==> config.mk <==
export PLATFORM = sky130hd
export DESIGN_NAME = link_fault_ctl
export DESIGN_NICKNAME = d
export VERILOG_FILES = /design/src/rtl/lfc_pkg.sv /design/src/rtl/lfc_rx_monitor.sv /design/src/rtl/lfc_frame_track.sv /design/src/rtl/lfc_tx_mux.sv /design/src/rtl/link_fault_ctl.sv
export SDC_FILE = /design/constraint.sdc
export NUM_CORES = 1
export LEC_CHECK = 0
export ABC_AREA = 1
export BUFFER_PORTS_ARGS = -buffer_cell sky130_fd_sc_hd__buf_4
export CORE_MARGIN = 4
export CORE_UTILIZATION = 38
export DETAILED_ROUTE_END_ITERATION = 12
export GPL_TIMING_DRIVEN = 1
export PLACE_DENSITY = 0.76
export SYNTH_ARGS = -nofsm -noshare
export SYNTH_HDL_FRONTEND = slang
export SYNTH_SLANG_ARGS = --single-unit
==> constraint.sdc <==
create_clock -name clk -period 1.9 [get_ports clk]
set_clock_uncertainty 0.15 [all_clocks]
set_input_delay 0.19 -clock clk [delete_from_list [all_inputs] [get_ports clk]]
set_output_delay 0.19 -clock clk [all_outputs]
set_load 0.02 [all_outputs]
==> src/rtl/lfc_pkg.sv <==
package lfc_pkg;

    localparam int LANES = 8;
    localparam int COL_W = LANES * 8;

    localparam logic [7:0] CH_SEQ   = 8'h9C;
    localparam logic [7:0] CH_IDLE  = 8'h07;
    localparam logic [7:0] CH_START = 8'hFB;
    localparam logic [7:0] CH_TERM  = 8'hFD;
    localparam logic [7:0] CODE_LF  = 8'h01;
    localparam logic [7:0] CODE_RF  = 8'h02;

    typedef enum logic [1:0] {
        POL_OFF   = 2'b00,
        POL_UNI   = 2'b01,
        POL_BIDIR = 2'b10,
        POL_RSVD  = 2'b11
    } fault_policy_e;

    typedef enum logic [1:0] {
        FK_NONE   = 2'b00,
        FK_LOCAL  = 2'b01,
        FK_REMOTE = 2'b10
    } fault_kind_e;

    typedef enum logic [1:0] {
        ACT_PASS,
        ACT_FILL,
        ACT_GAP_RF
    } tx_action_e;

    typedef struct packed {
        logic [COL_W-1:0] data;
        logic [LANES-1:0] ctrl;
    } xg_col_t;

    function automatic logic [7:0] lane_byte(xg_col_t c, int idx);
        return c.data[idx*8 +: 8];
    endfunction

    function automatic fault_kind_e seq_kind(xg_col_t c);
        fault_kind_e k;
        k = FK_NONE;
        if (c.ctrl == LANES'(1) && lane_byte(c, 0) == CH_SEQ &&
            lane_byte(c, 1) == 8'h00 && lane_byte(c, 2) == 8'h00) begin
            if (lane_byte(c, 3) == CODE_LF)
                k = FK_LOCAL;
            else if (lane_byte(c, 3) == CODE_RF)
                k = FK_REMOTE;
        end
        return k;
    endfunction

    function automatic logic is_start(xg_col_t c);
        return c.ctrl[0] && (lane_byte(c, 0) == CH_START);
    endfunction

    function automatic logic has_term(xg_col_t c);
        logic hit;
        hit = 1'b0;
        for (int i = 0; i < LANES; i++) begin
            if (c.ctrl[i] && lane_byte(c, i) == CH_TERM)
                hit = 1'b1;
        end
        return hit;
    endfunction

    function automatic xg_col_t idle_col();
        xg_col_t c;
        c.data = {LANES{CH_IDLE}};
        c.ctrl = '1;
        return c;
    endfunction

    function automatic xg_col_t rf_col();
        xg_col_t c;
        c.data        = '0;
        c.data[7:0]   = CH_SEQ;
        c.data[31:24] = CODE_RF;
        c.ctrl        = LANES'(1);
        return c;
    endfunction

endpackage

==> src/rtl/lfc_rx_monitor.sv <==
module lfc_rx_monitor
    import lfc_pkg::*;
#(
    parameter int DECLARE_CNT = 4,
    parameter int CLEAR_COLS  = 128
) (
    input  logic    clk,
    input  logic    rst,
    input  xg_col_t rx_col,
    output logic    local_fault,
    output logic    remote_fault
);

    localparam int SEQ_W = $clog2(DECLARE_CNT + 1);
    localparam int GAP_W = $clog2(CLEAR_COLS + 1);
    localparam logic [SEQ_W-1:0] SEQ_MAX = SEQ_W'(DECLARE_CNT);
    localparam logic [GAP_W-1:0] GAP_MAX = GAP_W'(CLEAR_COLS);

    fault_kind_e      kind;
    fault_kind_e      last_q;
    fault_kind_e      stat_q;
    logic [SEQ_W-1:0] seq_q;
    logic [GAP_W-1:0] gap_q;

    assign kind = seq_kind(rx_col);

    always_ff @(posedge clk) begin
        if (rst) begin
            last_q <= FK_NONE;
            stat_q <= FK_NONE;
            seq_q  <= '0;
            gap_q  <= GAP_MAX;
        end else if (kind != FK_NONE) begin
            gap_q <= '0;
            if (kind == last_q && gap_q < GAP_MAX) begin
                if (seq_q < SEQ_MAX)
                    seq_q <= seq_q + 1'b1;
                if (seq_q >= SEQ_MAX - 1'b1)
                    stat_q <= kind;
            end else begin
                last_q <= kind;
                seq_q  <= SEQ_W'(1);
            end
        end else begin
            if (gap_q < GAP_MAX)
                gap_q <= gap_q + 1'b1;
            if (gap_q == GAP_MAX - 1'b1) begin
                stat_q <= FK_NONE;
                seq_q  <= '0;
            end
        end
    end

    assign local_fault  = (stat_q == FK_LOCAL);
    assign remote_fault = (stat_q == FK_REMOTE);

endmodule

==> src/rtl/lfc_frame_track.sv <==
module lfc_frame_track
    import lfc_pkg::*;
(
    input  logic    clk,
    input  logic    rst,
    input  xg_col_t cli_col,
    output logic    in_frame
);

    always_ff @(posedge clk) begin
        if (rst)
            in_frame <= 1'b0;
        else if (has_term(cli_col))
            in_frame <= 1'b0;
        else if (is_start(cli_col))
            in_frame <= 1'b1;
    end

endmodule

==> src/rtl/lfc_tx_mux.sv <==
module lfc_tx_mux
    import lfc_pkg::*;
(
    input  logic          clk,
    input  logic          rst,
    input  fault_policy_e policy,
    input  logic          local_fault,
    input  logic          remote_fault,
    input  logic          in_frame,
    input  xg_col_t       cli_col,
    output xg_col_t       tx_col
);

    logic       want_blk;
    logic       blk_q;
    logic       blk_n;
    logic       gap_slot;
    tx_action_e act;
    xg_col_t    fill;
    xg_col_t    nxt;

    always_comb begin
        want_blk = (policy == POL_BIDIR) && (local_fault || remote_fault);
        // Replacement may only switch on or off between frames.
        blk_n    = in_frame ? blk_q : want_blk;
        gap_slot = (policy == POL_UNI) && local_fault && !in_frame && !is_start(cli_col);
        fill     = local_fault ? rf_col() : idle_col();

        if (blk_n)
            act = ACT_FILL;
        else if (gap_slot)
            act = ACT_GAP_RF;
        else
            act = ACT_PASS;

        case (act)
            ACT_FILL:   nxt = fill;
            ACT_GAP_RF: nxt = rf_col();
            default:    nxt = cli_col;
        endcase
    end

    always_ff @(posedge clk) begin
        if (rst) begin
            blk_q  <= 1'b0;
            tx_col <= idle_col();
        end else begin
            blk_q  <= blk_n;
            tx_col <= nxt;
        end
    end

endmodule

==> src/rtl/link_fault_ctl.sv <==
module link_fault_ctl
    import lfc_pkg::*;
#(
    parameter int DECLARE_CNT = 4,
    parameter int CLEAR_COLS  = 128
) (
    input  logic             clk,
    input  logic             rst,
    input  logic [1:0]       mode,
    input  logic [COL_W-1:0] rx_data,
    input  logic [LANES-1:0] rx_ctrl,
    input  logic [COL_W-1:0] cli_data,
    input  logic [LANES-1:0] cli_ctrl,
    output logic [COL_W-1:0] tx_data,
    output logic [LANES-1:0] tx_ctrl,
    output logic             local_fault,
    output logic             remote_fault
);

    xg_col_t       rx_col;
    xg_col_t       cli_col;
    xg_col_t       tx_col;
    fault_policy_e policy;
    logic          cli_in_frame;

    assign rx_col  = '{data: rx_data, ctrl: rx_ctrl};
    assign cli_col = '{data: cli_data, ctrl: cli_ctrl};
    assign policy  = fault_policy_e'(mode);

    lfc_rx_monitor #(
        .DECLARE_CNT (DECLARE_CNT),
        .CLEAR_COLS  (CLEAR_COLS)
    ) u_mon (
        .clk          (clk),
        .rst          (rst),
        .rx_col       (rx_col),
        .local_fault  (local_fault),
        .remote_fault (remote_fault)
    );

    lfc_frame_track u_trk (
        .clk      (clk),
        .rst      (rst),
        .cli_col  (cli_col),
        .in_frame (cli_in_frame)
    );

    lfc_tx_mux u_mux (
        .clk          (clk),
        .rst          (rst),
        .policy       (policy),
        .local_fault  (local_fault),
        .remote_fault (remote_fault),
        .in_frame     (cli_in_frame),
        .cli_col      (cli_col),
        .tx_col       (tx_col)
    );

    assign tx_data = tx_col.data;
    assign tx_ctrl = tx_col.ctrl;

endmodule

==> results of run 1 <==
==> placed cells by master, fill, tap and decap left out, types with 2 or more instances in the layout <==
cell / instances
a21oi_1: 7
buf_12: 2
buf_4: 196
clkbuf_8: 9
clkinv_2: 3
dfxtp_1: 89
dlygate4sd3_1: 73
ha_1: 5
inv_1: 92
nand2_1: 66
nand2_2: 2
nand2_4: 2
nand3_1: 27
nand4_1: 11
nor2_1: 77
nor2_2: 4
nor2_4: 5
nor3_1: 6
nor4_1: 6
o21ai_0: 20
xor2_1: 3
==> what timing repair did <==
action | 4_1_cts | 5_1_grt
hold endpoints to repair | 76 | 0
endpoints found under the setup margin | 3 | 69
hold buffers | 73 | 0
setup buffers | 0 | 1
gates resized for setup | 1 | 8
cloned | 0 | 1
pin swaps | 0 | 3
==> Yosys cell counts <==
cell and count:
ha_1 5, nor2_2 4, nand3_1 27, nor2_4 3, buf_1 1, a21oi_1 7
dfxtp_1 89, o21ai_0 20, o21ai_1 1, nand4_4 1, nand2_2 2, nor3b_4 1
nor3_1 6, nor2_1 79, xor2_1 3, a211o_1 1, o21ai_4 1, o21bai_2 1
a31oi_1 1, nand4_1 11, nor4_1 6, nand2_4 2, o41ai_1 2, buf_6 3
or2_2 1, nand3_2 1, o311ai_0 1, inv_1 94, a211oi_1 1, buf_2 4
nand2_1 66, o21bai_1 1, or2_1 1, clkbuf_1 3
==> per-stage QoR <==
stage	worst slack (ns)	total power, W	hold slack, ns
4_1_cts	0.01282	0.003995	0.1425
2_1_floorplan	0.05773	0.002242	0.1091
3_3_place_gp	0.03128	0.002597	0.2360
3_5_place_dp	-0.01223	0.002611	0.2370
6_report	0.09359	0.003990	0.1466
5_1_grt	0.0008900	0.004164	0.1896
==> cells by family (layout without fill, tap and decap cells) <==
family	after synthesis	count (layout)	synth area share, %
other	0	1	0
AND/OR/NAND/NOR	211	211	27.87
adder cells (fa/ha/maj)	5	5	1.793
buffers and inverters	105	383	12.09
AO/OA/AOI/OAI	37	37	6.421
flip-flops	89	89	51.08
XOR/XNOR	3	3	0.7534
==> per-layer routing <==
metal	global-route usage [%]	share of wire (%)
met4	10.64	3.4
met2	41.46	53
met1	22.58	37
met3	6.592	6.3
met5	0	0
==> worst max-delay path, delay by kind of cell <==
family	cells	cell delay [ns]
AND/OR/NAND/NOR	6	0.68
buffers and inverters	6	1.03
==> layout make-up <==
cell class	instances	area [µm²]
clock buffer	9	123.9
inverter	94	355.3
antenna	1	2.502
fill	671	2748
multi-input combinational	256	1308
timing repair buffer	273	2282
sequential	89	1782
clock inverter	7	70.07
tap	108	135.1
==> how the worst max path moves through the flow <==
stage	startpoint	endpoint	slack, ns	depth (start not counted)
2_1_floorplan	u_mon.stat_q[0]$_SDFFE_PP0P_	u_mux.tx_col[15]$_SDFF_PP0_	0.06	10
3_3_place_gp	u_mon.stat_q[0]$_SDFFE_PP0P_	u_mux.tx_col[56]$_SDFF_PP1_	0.03	8
3_5_place_dp	rx_data[31]	u_mon.seq_q[1]$_SDFFE_PP0P_	-0.01	13
4_1_cts	u_mon.stat_q[0]$_SDFFE_PP0P_	u_mux.tx_col[61]$_SDFF_PP0_	0.01	9
5_1_grt	u_mon.stat_q[0]$_SDFFE_PP0P_	u_mux.tx_col[32]$_SDFF_PP1_	0.0009	8
6_report	cli_data[2]	u_mux.tx_col[0]$_SDFF_PP1_	0.09	12
==> sequential cells by signal (all words and copies together), names as in the netlist <==
signal,count
u_mon.gap_q,8
u_mon.last_q,2
u_mon.seq_q,3
u_mon.stat_q,2
u_mux.blk_q,1
u_mux.tx_col,72
u_trk.in_frame,1
==> power by group <==
group	internal (W)	switching [W]	total, W
registers	0.00195	0.0000261	0.00197
clock network	0.000608	0.000669	0.00128
logic	0.000412	0.000330	0.000741
total	0.00297	0.00102	0.00399
==> out/qor.txt, run 1 <==
Status = complete, no violations
Global Route Usage Sum = 22.27%
Distinct cells, synth = 34
Core Rows = 34
Antenna Nets Post-Route = 0
H-tree levels = 3
Post-route cell area = 6058 µm²
Worst setup SP type = input port
RR Endpoint = u_mux.tx_col[0]$_SDFF_PP1_
CTS Buffer Depth = 2
Hold path cells = 6
Die footprint = 10780 µm²
Placed inst area = 5069 µm²
WS Path Type = in2reg
Vias = 3883
Syn Nets = 603
Slowest cell on crit path = dlygate4sd3_1
Reg2Reg Depth = 9
Ports = 222
Top cell type's share of synthesized area = 51.08%
Mapped Cells = 450
Area contributors post-synth = dfxtp_1 (51%), inv_1 (10%), nor2_1 (8.5%), nand2_1 (7.1%), nand3_1 (3.9%)
R2r setup slk = 0.10 ns
Pin count of the biggest net entering global routing = 26
Utilization after layout = 68.80%
Dpl cells = 745
Required @ worst endpoint = 1.99 ns
CP Capture Type = flip-flop
Final Critical Period = 1.806 ns
Clock Sinks = 89
Setup TNS Final = 0 ns
Clk Latency, worst-skew pair = 0.35 ns
Unrepaired setup endpoints after global routing = false
Critical path peak fanout = 13
Core area = 8806 µm²
Vias per std cell = 4.639
Yosys warnings = 0
CP arrival = 1.90 ns
Iter 0 DRT Violations = 152
Pre-antenna DRT Iters = 4
Maxcap violations = 0
Post-Syn Area per Cell = 7.752 µm²
Register area share after synthesis = 51.08%
Hold EP = u_mon.last_q[1]$_SDFFE_PP0P_
Final wirelength = 12.15 mm
Area grow syn2layout = 73.67%
Cell Area, Synth = 3488 µm²
DP Wirelength = 8.233 mm
Relative slew slack = 62.92%
Worst stage delay on the critical path = 0.55 ns
Class of the worst hold path = in2reg
Die Wd = 103.8 µm
Starting Density = 39.61%
Share of layout cells above drive strength 1 = 32.69%
Avg WL per Cell = 14.52 µm
Period utilization = 95.07%
Final setup violation count = 0
FF-to-FF Start = u_mon.stat_q[0]$_SDFFE_PP0P_
Fin. max-slew vios = 0
#FFs+latches synth = 89
Total Nets Final = 876
Worst-path clk slew = 0.08 ns
Peak VDD IR = 572.7 µV
First-pass GRT wire length = 19.49 mm
Vias in the first global route = 4157
Initial antenna violation count = 0
Root buffer cell = clkbuf_8
Biggest area consumer among synthesized cells = dfxtp_1
Crit path cell chain = dlygate4sd3_1 -> buf_4 -> inv_2 -> nand4_1 -> nand2_1 -> inv_1 -> nand4_4 -> nand2_4 -> nor2_4 -> inv_4 -> buf_12 -> or2_1
Leak = 3.125 nW
Worst hold path startpoint = rx_data[26]
PwrDens = 658.6 nW/µm²
Peak Freq = 553.6 MHz
Congestion Overflow GR = 0
TritonCTS clock tree = yes
Die H = 103.8 µm
Worst Tran Pin Value = 0.5492 ns
Fin. Hold Viols = 0
Layout Cells excl Fill = 837
PortBufs = 189
Num CTS Buffers = 9
Final RePlAce weighted congestion = 0.7904
DR DRC count = 0
Note: power is estimated with default switching activity, not from simulation.
==> inputs of run 2 (changes only) <==
- RECOVER_POWER: unset -> 25
- SLEW_MARGIN: unset -> 40
==> run 2 against run 1 <==
Net effect: via count is 0.15% higher; utilization is 1.6 points lower; sequential share of layout area is 0.70 points higher; power is 0.89% lower; design area is 2.3% lower; combinational power is 4.5% lower; critical path depth stayed put; first-iteration DRC count is 5.9% lower; cell count stayed put; non-clock buffer count stayed put; fmax hardly changed; critical endpoint unchanged; largest cell class unchanged.
==> out/qor.txt, run 2 (synthesized netlist as in run 1, its figures left out) <==
CTS Buffer Depth = 2 (unchanged)
CP arrival = 1.90 ns (about the same)
Worst Tran Pin Value = 0.5453 ns (-0.003901 ns)
Total Nets Final = 876 (unchanged)
Worst-path clk slew = 0.08 ns (about the same)
Commonest non-fill, non-tap cell in the layout = buf_4
WS Path Type = in2reg
Global Route Usage Sum = 22.27% (unchanged)
Clk Latency, worst-skew pair = 0.35 ns (about the same)
Fin. Hold Viols = 0 (unchanged)
Root buffer cell = clkbuf_8
Die footprint = 10780 µm² (unchanged)
H-tree levels = 3 (unchanged)
Die Wd = 103.8 µm (unchanged)
Vias in the first global route = 4157 (unchanged)
Core area = 8806 µm² (unchanged)
TritonCTS clock tree = yes
Pin count of the biggest net entering global routing = 26 (unchanged)
Share of layout cells above drive strength 1 = 27.47% (-5.2 points)
Pre-antenna DRT Iters = 4 (unchanged)
Crit path cell chain = dlygate4sd3_1 -> buf_4 -> inv_2 -> nand4_1 -> nand2_1 -> inv_1 -> nand4_4 -> nand2_4 -> nor2_4 -> inv_4 -> buf_12 -> or2_1
R2r setup slk = 0.10 ns (about the same)
Dpl cells = 745 (unchanged)
PortBufs = 189 (unchanged)
Required @ worst endpoint = 1.99 ns (about the same)
Worst setup SP type = input port
Fin. max-slew vios = 0 (unchanged)
Congestion Overflow GR = 0 (unchanged)
Design Power = 0.003955 W (-0.89%)
DP Wirelength = 8.233 mm (unchanged)
Unrepaired setup endpoints after global routing = false
Critical path peak fanout = 13 (unchanged)
Status = complete, no violations
First-pass GRT wire length = 19.49 mm (unchanged)
Core Rows = 34 (unchanged)
Clock Sinks = 89 (unchanged)
Maxcap violations = 0 (unchanged)
Iter 0 DRT Violations = 143 (-5.9%)
Slowest cell on crit path = dlygate4sd3_1
Die H = 103.8 µm (unchanged)
Ports = 222 (unchanged)
DR DRC count = 0 (unchanged)
Final wirelength = 12.20 mm (+0.36%)
Top Registers = u_mux.tx_col (72), u_mon.gap_q (8), u_mon.seq_q (3)
Peak VDD IR = 571.1 µV (-0.27%)
Num CTS Buffers = 9 (unchanged)
Peak Freq = 553.8 MHz (about the same)
Fillers = 710 (+5.8%)
Post-route cell area = 5917 µm² (-2.3%)
Buffers plus inverters on the worst setup path = 6 (unchanged)
PwrDens = 668.3 nW/µm² (+1.5%)
Most frequent cells in the layout = buf_4 (159), inv_1 (92), dfxtp_1 (89), nor2_1 (78), dlygate4sd3_1 (73)
Area grow syn2layout = 69.62%
Final Critical Period = 1.806 ns (-0.0006111 ns)
Top reg by flops = u_mux.tx_col
Leak = 2.990 nW (-4.3%)
Starting Density = 39.61% (unchanged)
Vias per std cell = 4.646 (+0.15%)
Vias = 3889 (+0.15%)
Worst stage delay on the critical path = 0.55 ns (about the same)
CP delay by family, top = buffers and inverters
Placed inst area = 5069 µm² (unchanged)
Antenna Nets Post-Route = 0 (unchanged)
Relative slew slack = 63.18% (+0.26 points)
CP Capture Type = flip-flop
Final RePlAce weighted congestion = 0.7904 (unchanged)
Final setup violation count = 0 (unchanged)
Min Hold Slack = 0.1495 ns (+0.002915 ns)
Period utilization = 95.04% (about the same)
Class of the worst hold path = in2reg
Max reg flops = 72 (unchanged)
Layout Cells excl Fill = 837 (unchanged)
Avg WL per Cell = 14.57 µm (+0.36%)
Initial antenna violation count = 0 (unchanged)
[run 2: cell type report]
type | count | area [µm²] | area share (%)
clock inverters | 7 | 70.07 | 1.184
well taps | 108 | 135.1 | 2.284
inverters | 94 | 355.3 | 6.006
diodes | 1 | 2.502 | 0.04229
multi-input cells | 256 | 1305 | 22.06
flip-flops and latches | 89 | 1782 | 30.11
repair buffers | 273 | 2143 | 36.22
clock buffers | 9 | 123.9 | 2.093
[run 2: timing repair]
action,4_1_cts,5_1_grt
pin swaps,0,3
hold buffers,73,0
resized for setup,1,8
gates cloned,0,1
hold endpoints to repair,76,0
setup buffers,0,1
endpoints found under the setup margin,3,69
[run 2: worst register-to-register path, delay by kind of cell (launching register included)]
family | cells | cell delay [ns]
flip-flops | 1 | 0.34
AND/OR/NAND/NOR | 2 | 0.16
AO/OA/AOI/OAI | 1 | 0.20
buffers and inverters | 4 | 0.56
adder cells (fa/ha/maj) | 1 | 0.30
[run 2: power by group]
| part | leakage (nW) | switching, W | internal [W] |
|---|---|---|---|
| Sequential | 0.738 | 0.0000253 | 0.00195 |
| Clock | 0.0994 | 0.000668 | 0.000608 |
| Combinational | 2.15 | 0.000331 | 0.000378 |
[run 2: through the flow]
| stage | util [%] | worst slack, ns | setup TNS (ns) |
|---|---|---|---|
| after floorplan | - | 0.05773 | 0 |
| after global placement | 57.56 | 0.03128 | 0 |
| after detailed placement | 57.56 | -0.01223 | -0.01223 |
| after CTS | 68.12 | 0.01282 | 0 |
| after global routing | 67.16 | 0.0008900 | 0 |
| final | 67.19 | 0.09420 | 0 |
[run 2: layer usage]
layer | track usage [%] | part of all wire (%) | routed length, µm | vias up
met5 | 0 | 0 | 0 | -
met3 | 6.592 | 6.5 | 788 | 38
met4 | 10.64 | 3.5 | 429 | 0
met2 | 41.46 | 52 | 6386 | 159
met1 | 22.58 | 38 | 4592 | 1769
li1 | - | - | - | 1923
[run 2: path summary, 6_finish.rpt]
kind / start / end / cells after the start
setup / recovery: cli_data[2] / u_mux.tx_col[0]$_SDFF_PP1_ / 12
hold / removal: rx_data[26] / u_mon.last_q[1]$_SDFFE_PP0P_ / 6
setup reg to reg: u_mon.stat_q[0]$_SDFFE_PP0P_ / u_mux.tx_col[6]$_SDFF_PP1_ / 8
hold reg to reg: u_mon.gap_q[4]$_SDFFE_PP0N_ / u_mon.gap_q[4]$_SDFFE_PP0N_ / 2
